**src/rtl/lsusb_rx_pkg.sv**
```systemverilog
package lsusb_rx_pkg;
   // {dp, dm}
   typedef enum logic [1:0] {
      LS_SE0 = 2'b00,
      LS_J   = 2'b01,
      LS_K   = 2'b10,
      LS_SE1 = 2'b11
   } line_t;

   typedef enum logic [1:0] {
      ST_HUNT = 2'd0,
      ST_PID  = 2'd1,
      ST_DATA = 2'd2,
      ST_LOCK = 2'd3
   } rx_state_t;

   localparam logic [15:0] CRC_POLY  = 16'hA001;
   localparam logic [15:0] CRC_SEED  = 16'hFFFF;
   localparam logic [15:0] CRC_RESID = 16'hB001;

   function automatic logic [15:0] crc16_step(input logic [15:0] c, input logic [7:0] d);
      logic [15:0] r;
      r = c;
      for (int i = 0; i < 8; i++) begin
         if (r[0] ^ d[i]) r = (r >> 1) ^ CRC_POLY;
         else             r = r >> 1;
      end
      return r;
   endfunction
endpackage

```
**src/rtl/lsusb_rx_sync.sv**
```systemverilog
module lsusb_rx_sync #(
   parameter int STAGES = 2
) (
   input  logic       clk,
   input  logic       rst_n,
   input  logic [1:0] raw,
   output logic [1:0] synced
);
   generate
      if (STAGES < 1) begin : g_bad_stages
         $error("lsusb_rx_sync: STAGES must be at least 1");
      end
      if (STAGES == 1) begin : g_single
         logic [1:0] q;
         always_ff @(posedge clk or negedge rst_n) begin
            if (!rst_n) q <= 2'b01;
            else        q <= raw;
         end
         assign synced = q;
      end else begin : g_chain
         logic [STAGES-1:0][1:0] q;
         always_ff @(posedge clk or negedge rst_n) begin
            if (!rst_n) q <= {STAGES{2'b01}};
            else        q <= {q[STAGES-2:0], raw};
         end
         assign synced = q[STAGES-1];
      end
   endgenerate
endmodule

```
**src/rtl/lsusb_rx_dpll.sv**
```systemverilog
module lsusb_rx_dpll #(
   parameter int OVS = 8
) (
   input  logic       clk,
   input  logic       rst_n,
   input  logic [1:0] line,
   output logic       bit_stb
);
   localparam int CW = $clog2(OVS);
   localparam logic [CW-1:0] SAMPLE_AT = CW'(OVS / 2 - 1);
   localparam logic [CW-1:0] WRAP_AT   = CW'(OVS - 1);

   logic [1:0]    last_line;
   logic [CW-1:0] phase;
   logic          edge_seen;

   assign edge_seen = (line != last_line);
   assign bit_stb   = !edge_seen && (phase == SAMPLE_AT);

   always_ff @(posedge clk or negedge rst_n) begin
      if (!rst_n) begin
         last_line <= 2'b01;
         phase     <= '0;
      end else begin
         last_line <= line;
         if (edge_seen)               phase <= '0;
         else if (phase == WRAP_AT)   phase <= '0;
         else                         phase <= phase + 1'b1;
      end
   end
endmodule

```
**src/rtl/lsusb_rx_crc.sv**
```systemverilog
module lsusb_rx_crc
   import lsusb_rx_pkg::*;
(
   input  logic        clk,
   input  logic        rst_n,
   input  logic        seed,
   input  logic        absorb,
   input  logic [7:0]  din,
   output logic [15:0] crc
);
   always_ff @(posedge clk or negedge rst_n) begin
      if (!rst_n)      crc <= CRC_SEED;
      else if (seed)   crc <= CRC_SEED;
      else if (absorb) crc <= crc16_step(crc, din);
   end
endmodule

```
**src/rtl/lsusb_rx.sv**
```systemverilog
module lsusb_rx
   import lsusb_rx_pkg::*;
#(
   parameter int OVS         = 8,
   parameter int SYNC_STAGES = 2,
   parameter int MAX_BYTES   = 10
) (
   input  logic       clk,
   input  logic       rst_n,
   input  logic       usb_dp,
   input  logic       usb_dm,
   output logic [7:0] rx_data,
   output logic       rx_valid,
   output logic       rx_last,
   output logic [3:0] rx_pid,
   output logic       rx_done,
   output logic       pkt_good,
   output logic       crc_err,
   output logic       stuff_err,
   output logic       pid_err,
   output logic       ovf_err
);
   localparam int NBW = $clog2(MAX_BYTES + 1);
   localparam logic [NBW-1:0] NB_LIMIT = NBW'(MAX_BYTES);
   localparam logic [2:0] RUN_LIMIT = 3'd6;

   generate
      if (OVS < 4 || (OVS & (OVS - 1)) != 0) begin : g_bad_ovs
         $error("lsusb_rx: OVS must be a power of two, at least 4");
      end
      if (MAX_BYTES < 2) begin : g_bad_max
         $error("lsusb_rx: MAX_BYTES must be at least 2");
      end
   endgenerate

   logic [1:0] ln_raw;
   line_t      ln;
   logic       stb;

   lsusb_rx_sync #(.STAGES(SYNC_STAGES)) u_sync (
      .clk(clk), .rst_n(rst_n), .raw({usb_dp, usb_dm}), .synced(ln_raw)
   );
   assign ln = line_t'(ln_raw);

   lsusb_rx_dpll #(.OVS(OVS)) u_dpll (
      .clk(clk), .rst_n(rst_n), .line(ln_raw), .bit_stb(stb)
   );

   rx_state_t      state;
   line_t          prev_ln;
   logic           prev_k;
   logic [2:0]     run1;
   logic [2:0]     bitn;
   logic [7:0]     shreg;
   logic [7:0]     held;
   logic           held_v;
   logic [NBW-1:0] nbytes;
   logic           pid_bad;
   logic [15:0]    crc_q;

   logic       is_se0, dbit, byte_end, stuff_pos, start_hit, crc_absorb, at_limit;
   logic [7:0] sh_next;
   logic [2:0] run_next;

   always_comb begin
      is_se0     = (ln == LS_SE0);
      dbit       = (ln == prev_ln);
      sh_next    = {dbit, shreg[7:1]};
      byte_end   = (bitn == 3'd7);
      stuff_pos  = (run1 == RUN_LIMIT);
      at_limit   = (nbytes == NB_LIMIT);
      run_next   = dbit ? ((run1 == RUN_LIMIT) ? RUN_LIMIT : run1 + 3'd1) : 3'd0;
      start_hit  = stb && (state == ST_HUNT) && (ln == LS_K) && prev_k;
      crc_absorb = stb && (state == ST_DATA) && !is_se0 && !stuff_pos
                   && byte_end && !at_limit;
   end

   lsusb_rx_crc u_crc (
      .clk(clk), .rst_n(rst_n), .seed(start_hit), .absorb(crc_absorb),
      .din(sh_next), .crc(crc_q)
   );

   always_ff @(posedge clk or negedge rst_n) begin
      if (!rst_n) begin
         state     <= ST_HUNT;
         prev_ln   <= LS_J;
         prev_k    <= 1'b0;
         run1      <= '0;
         bitn      <= '0;
         shreg     <= '0;
         held      <= '0;
         held_v    <= 1'b0;
         nbytes    <= '0;
         pid_bad   <= 1'b0;
         rx_data   <= '0;
         rx_valid  <= 1'b0;
         rx_last   <= 1'b0;
         rx_pid    <= '0;
         rx_done   <= 1'b0;
         pkt_good  <= 1'b0;
         crc_err   <= 1'b0;
         stuff_err <= 1'b0;
         pid_err   <= 1'b0;
         ovf_err   <= 1'b0;
      end else begin
         rx_valid <= 1'b0;
         rx_last  <= 1'b0;
         rx_done  <= 1'b0;
         if (stb) begin
            unique case (state)
               ST_LOCK: begin
                  if (ln == LS_J) begin
                     state  <= ST_HUNT;
                     prev_k <= 1'b0;
                  end
               end
               ST_HUNT: begin
                  prev_k <= (ln == LS_K);
                  if (start_hit) begin
                     state   <= ST_PID;
                     prev_ln <= LS_K;
                     run1    <= '0;
                     bitn    <= '0;
                     nbytes  <= '0;
                     held_v  <= 1'b0;
                  end
               end
               ST_PID: begin
                  if (is_se0) begin
                     rx_done   <= 1'b1;
                     pkt_good  <= 1'b0;
                     crc_err   <= 1'b0;
                     stuff_err <= 1'b0;
                     pid_err   <= 1'b1;
                     ovf_err   <= 1'b0;
                     state     <= ST_LOCK;
                  end else begin
                     prev_ln <= ln;
                     shreg   <= sh_next;
                     run1    <= run_next;
                     bitn    <= bitn + 3'd1;
                     if (byte_end) begin
                        pid_bad <= (sh_next[7:4] != ~sh_next[3:0]);
                        rx_pid  <= sh_next[3:0];
                        state   <= ST_DATA;
                     end
                  end
               end
               ST_DATA: begin
                  if (is_se0) begin
                     rx_valid  <= held_v;
                     rx_last   <= held_v;
                     rx_data   <= held;
                     rx_done   <= 1'b1;
                     pid_err   <= pid_bad;
                     crc_err   <= (nbytes != '0) && (crc_q != CRC_RESID);
                     pkt_good  <= !pid_bad && !((nbytes != '0) && (crc_q != CRC_RESID));
                     stuff_err <= 1'b0;
                     ovf_err   <= 1'b0;
                     state     <= ST_LOCK;
                  end else begin
                     prev_ln <= ln;
                     if (stuff_pos) begin
                        if (dbit) begin
                           rx_done   <= 1'b1;
                           pkt_good  <= 1'b0;
                           crc_err   <= 1'b0;
                           stuff_err <= 1'b1;
                           pid_err   <= pid_bad;
                           ovf_err   <= 1'b0;
                           state     <= ST_LOCK;
                        end else begin
                           run1 <= '0;
                        end
                     end else begin
                        shreg <= sh_next;
                        run1  <= run_next;
                        bitn  <= bitn + 3'd1;
                        if (byte_end) begin
                           if (at_limit) begin
                              rx_done   <= 1'b1;
                              pkt_good  <= 1'b0;
                              crc_err   <= 1'b0;
                              stuff_err <= 1'b0;
                              pid_err   <= pid_bad;
                              ovf_err   <= 1'b1;
                              state     <= ST_LOCK;
                           end else begin
                              nbytes <= nbytes + 1'b1;
                              held   <= sh_next;
                              held_v <= 1'b1;
                              if (held_v) begin
                                 rx_valid <= 1'b1;
                                 rx_data  <= held;
                              end
                           end
                        end
                     end
                  end
               end
               default: state <= ST_LOCK;
            endcase
         end
      end
   end
endmodule

```
**config.mk**
```make
export PLATFORM = sky130hd
export DESIGN_NAME = lsusb_rx
export DESIGN_NICKNAME = d
export VERILOG_FILES = /design/src/rtl/lsusb_rx_pkg.sv /design/src/rtl/lsusb_rx_sync.sv /design/src/rtl/lsusb_rx_dpll.sv /design/src/rtl/lsusb_rx_crc.sv /design/src/rtl/lsusb_rx.sv
export SDC_FILE = /design/constraint.sdc
export NUM_CORES = 1
export LEC_CHECK = 0
export BUFFER_PORTS_ARGS = -buffer_cell sky130_fd_sc_hd__buf_2
export CELL_PAD_IN_SITES_DETAIL_PLACEMENT = 0
export CELL_PAD_IN_SITES_GLOBAL_PLACEMENT = 1
export CORE_AREA = 8 8 106 98
export CTS_BUF_LIST = sky130_fd_sc_hd__clkbuf_2 sky130_fd_sc_hd__clkbuf_4 sky130_fd_sc_hd__clkbuf_8
export DETAILED_ROUTE_END_ITERATION = 6
export DIE_AREA = 0 0 114 106
export PLACE_DENSITY = 0.89
export SLEW_MARGIN = 20
export SYNTH_ARGS = -nofsm -noshare
export SYNTH_HDL_FRONTEND = slang
export SYNTH_HIERARCHICAL = 1
export SYNTH_SLANG_ARGS = --single-unit
```
**constraint.sdc**
```tcl
create_clock -name clk -period 3.4 [get_ports clk]
set_input_delay 0.34 -clock clk [delete_from_list [all_inputs] [get_ports clk]]
set_output_delay 0.34 -clock clk [all_outputs]
set_load 0.02 [all_outputs]
```
==> key figures <==
Status
  – Run status: completed

Floorplan
  – Number of placement rows: 33
  – Area of the core: 8750 um2
  – Height of the chip: 106 um
  – Die area: 12100 um2
  – Starting Density: 48.5%
  – Ports placed on the boundary: 24
  – Horizontal die dimension: 114 um

Synthesis
  – Cells after Synth: 360
  – Synth async-reset ratio: 100%
  – Fraction of the yosys area taken by sequential cells: 45.9%
  – Warnings from Yosys: 6
  – #FFs+latches synth: 77
  – Leading area contributor after synthesis: dfrtp_1
  – Avg Inst Size Synth: 11.8 um2
  – Cell variety after synth: 72
  – Synthesized net count: 379
  – Post-Syn Area: 4250 um2
  – Top area cells in the synthesized netlist: dfrtp_1 34%, dfstp_2 12%, mux2_2 7.4%
  – Number of enable flip-flop cells after synthesis: 0
  – Primary flip-flop cell chosen by synthesis mapping: dfrtp_1
  – Area fraction of the dominant cell type after synthesis: 33.6%

Worst setup path
  – Startpoint kind of the worst setup timing path: flop
  – Buffer and inverter count on the worst path: 3
  – CP max stage delay: 0.68 ns
  – Kind of cell adding the most delay to the critical path: buffers and inverters
  – CP cell instances: xor2_1 -> nor3b_1 -> nand4_1 -> buf_4 -> inv_1 -> inv_1 -> a21o_1 -> a211oi_1 -> o311ai_1
  – Cell repeated most along the worst path: inv_1
  – Required time of the critical path: 3.69 ns
  – Start-to-end type of the worst setup path: reg2reg
  – Worst EP arrival: 3.14 ns
  – Largest driver fanout on the critical path: 15
  – Standard cell with the maximum stage delay on the critical path: dfstp_2
  – Element type at the critical path end: flop

Global route
  – Number of global-route vias before repair: 2840
  – Global route total overflow: 0
  – Maximum number of pins on one net before global-route repair: 78
  – Number of antenna violations at the first check in global routing: 0
  – Global-route wire length before repair: 14400 um
  – GR Util All Layers: 14.7%

Drt
  – Routed via count divided by cell count: 5.49
  – Number of search-and-repair iterations in the first detailed-routing pass: 4
  – Initial DRC Count: 208
  – Antenna-violating nets left: 0
  – Routed wire per std cell: 16.3 um
  – Total Routed Length: 8300 um
  – Number of remaining DRC errors: 0
  – Met3 wire length: 374 um
  – Vias: 2787
  – Topmost layer with routed signal wires: met4
  – Met2 wirelength from detailed routing: 3810 um
  – Length of routed wiring on met1: 3950 um

Place
  – Number of buffers added on ports: 23
  – Detail Placement HPWL: 5940 um
  – Pre-CTS WS: 0.527 ns
  – Routability-driven placement congestion ratio: 0.860
  – Cell area reported after detailed placement: 4430 um2

CTS
  – CTS tree: built
  – Clock Sink Count: 77
  – Count of instances resized after the clock tree is built: 0
  – Number of H-tree branching levels: 3
  – Clock slew at the register clock pins of the worst setup and hold paths: 0.10 ns
  – Post-CTS Hold Fix Bufs: 0
  – Clock Latency Late Sink: 0.37 ns
  – Number of buffers created by CTS: 9
  – Number of buffers on the longest clock path: 2
  – # Post-CTS Setup Buffers: 0
  – Root Buffer Master: clkbuf_8

Cells and area
  – Commonest non-fill, non-tap cells in the layout: 57 x dfrtp_1, 28 x mux2_2, 22 x buf_2, 21 x nor2_1, 20 x dfstp_2
  – Count of filler cells inserted in the layout: 772
  – Synthesis-to-finish area growth: 8.78%
  – Share of final-layout standard cells stronger than drive strength 1: 30.1%
  – Area of all placed cells without fillers: 4620 um2
  – Most common library cell in the layout ignoring fill and taps: dfrtp_1
  – Number of antenna cells inserted: 0
  – Post-route core utilization: 52.8%
  – Number of nets in the layout: 400

Job
  – Max-capacitance violation count: 0

Timing
  – Headroom to the max-slew limit: 36.6%
  – Final count of negative-setup-slack endpoints: 0
  – Slew Viols, Final: 0
  – Setup slack of the critical path after layout: 0.551 ns
  – Maximum operating frequency: 0.351 GHz
  – Sum of negative setup slack: 0 ns
  – Hold violation count in the final report: 0
  – Setup repair after global routing missed its margin: false
  – Post-layout minimum cycle time: 2.85 ns
  – Final Cycle Share: 83.8%
  – Setup Skew: 0.0168 ns
  – Pin slew with the least headroom to its limit: 0.951 ns

Power
  – Highest ir drop seen on vdd: 0.233 mV
  – PD cells: 357 nW/um2
  – Tot Pwr: 1.65 mW
  – P_leak: 2.22 nW

Hold path
  – Worst Hold Class: in2reg
routing by layer:
layer / up-vias / GRT usage, %
met4: 0 / 7.22
met2: 55 / 22.2
met5: - / 0
met1: 1387 / 20.4
li1: 1331 / -
met3: 14 / 2.10
metrics by stage:
stage               hold slack (ns)  instances
floorplan                    0.0444        360
global placement              0.338        492
detailed placement            0.347        492
CTS                          0.0616        508
global route                 0.0678        508
finish                       0.0764        508
synth_stat cells (all sizes together) (4+ instances only):
master	n
inv	17
mux2	29
nand4	4
and3	4
nor3	8
buf	13
dfstp	20
nand3	9
clkbuf	5
xnor2	21
a21o	5
a21oi	12
nand2	16
xor2	10
nor2b	8
nor2	21
ha	15
dfrtp	57
o21ai	11
a211o	15
cell type report:
type,count,area (um2),area share (%)
multi-input cells,248,2110,45.6
repair buffers,28,155,3.36
clock buffers,9,124,2.68
inverters,17,63.8,1.38
clock inverters,7,66.3,1.44
flip-flops and latches,77,1950,42.2
well taps,122,153,3.30
state kept, by name (all words and copies together) (netlist names), 2 cells and up:
register          count
run1                  3
u_dpll/phase          3
bitn                  3
u_sync/g_chain.q      2
u_sync/synced         2
state                 2
nbytes                4
prev_ln               2
shreg                 7
rx_pid                4
held                  8
u_dpll/last_line      2
rx_data               8
u_crc/crc            16
power breakdown:
part,internal [mW],total [mW],switching (mW)
registers,0.925,0.933,0.00825
logic,0.0128,0.0455,0.0327
clock network,0.284,0.673,0.389
kinds of logic after synthesis:
| logic type | count (synthesis) | synth area share [%] |
|---|---|---|
| multiplexers | 32 | 8.48 |
| XOR/XNOR | 34 | 11.0 |
| AND/OR/NAND/NOR | 92 | 12.0 |
| adder cells (fa/ha/maj) | 15 | 4.42 |
| flip-flops | 77 | 45.9 |
| AO/OA/AOI/OAI | 75 | 13.7 |
| buffers and inverters | 35 | 4.45 |
worst paths after layout:
check | start | to | slack [ns] | cells past startpoint
hold / removal | usb_dm | u_sync/g_chain.q[0] | 0.08 | 1
min in group asynchronous | rst_n | rx_data[0] | 0.12 | 1
max in group asynchronous | rst_n | u_dpll/phase[2] | 2.67 | 1
hold reg to reg | u_sync/g_chain.q[0] | u_sync/synced[0] | 0.36 | 0
setup reg to reg | u_sync/synced[0] | u_crc/crc[0] | 0.55 | 9
setup / recovery | u_sync/synced[0] | u_crc/crc[0] | 0.55 | 9
(Power assumes the default switching activity.)
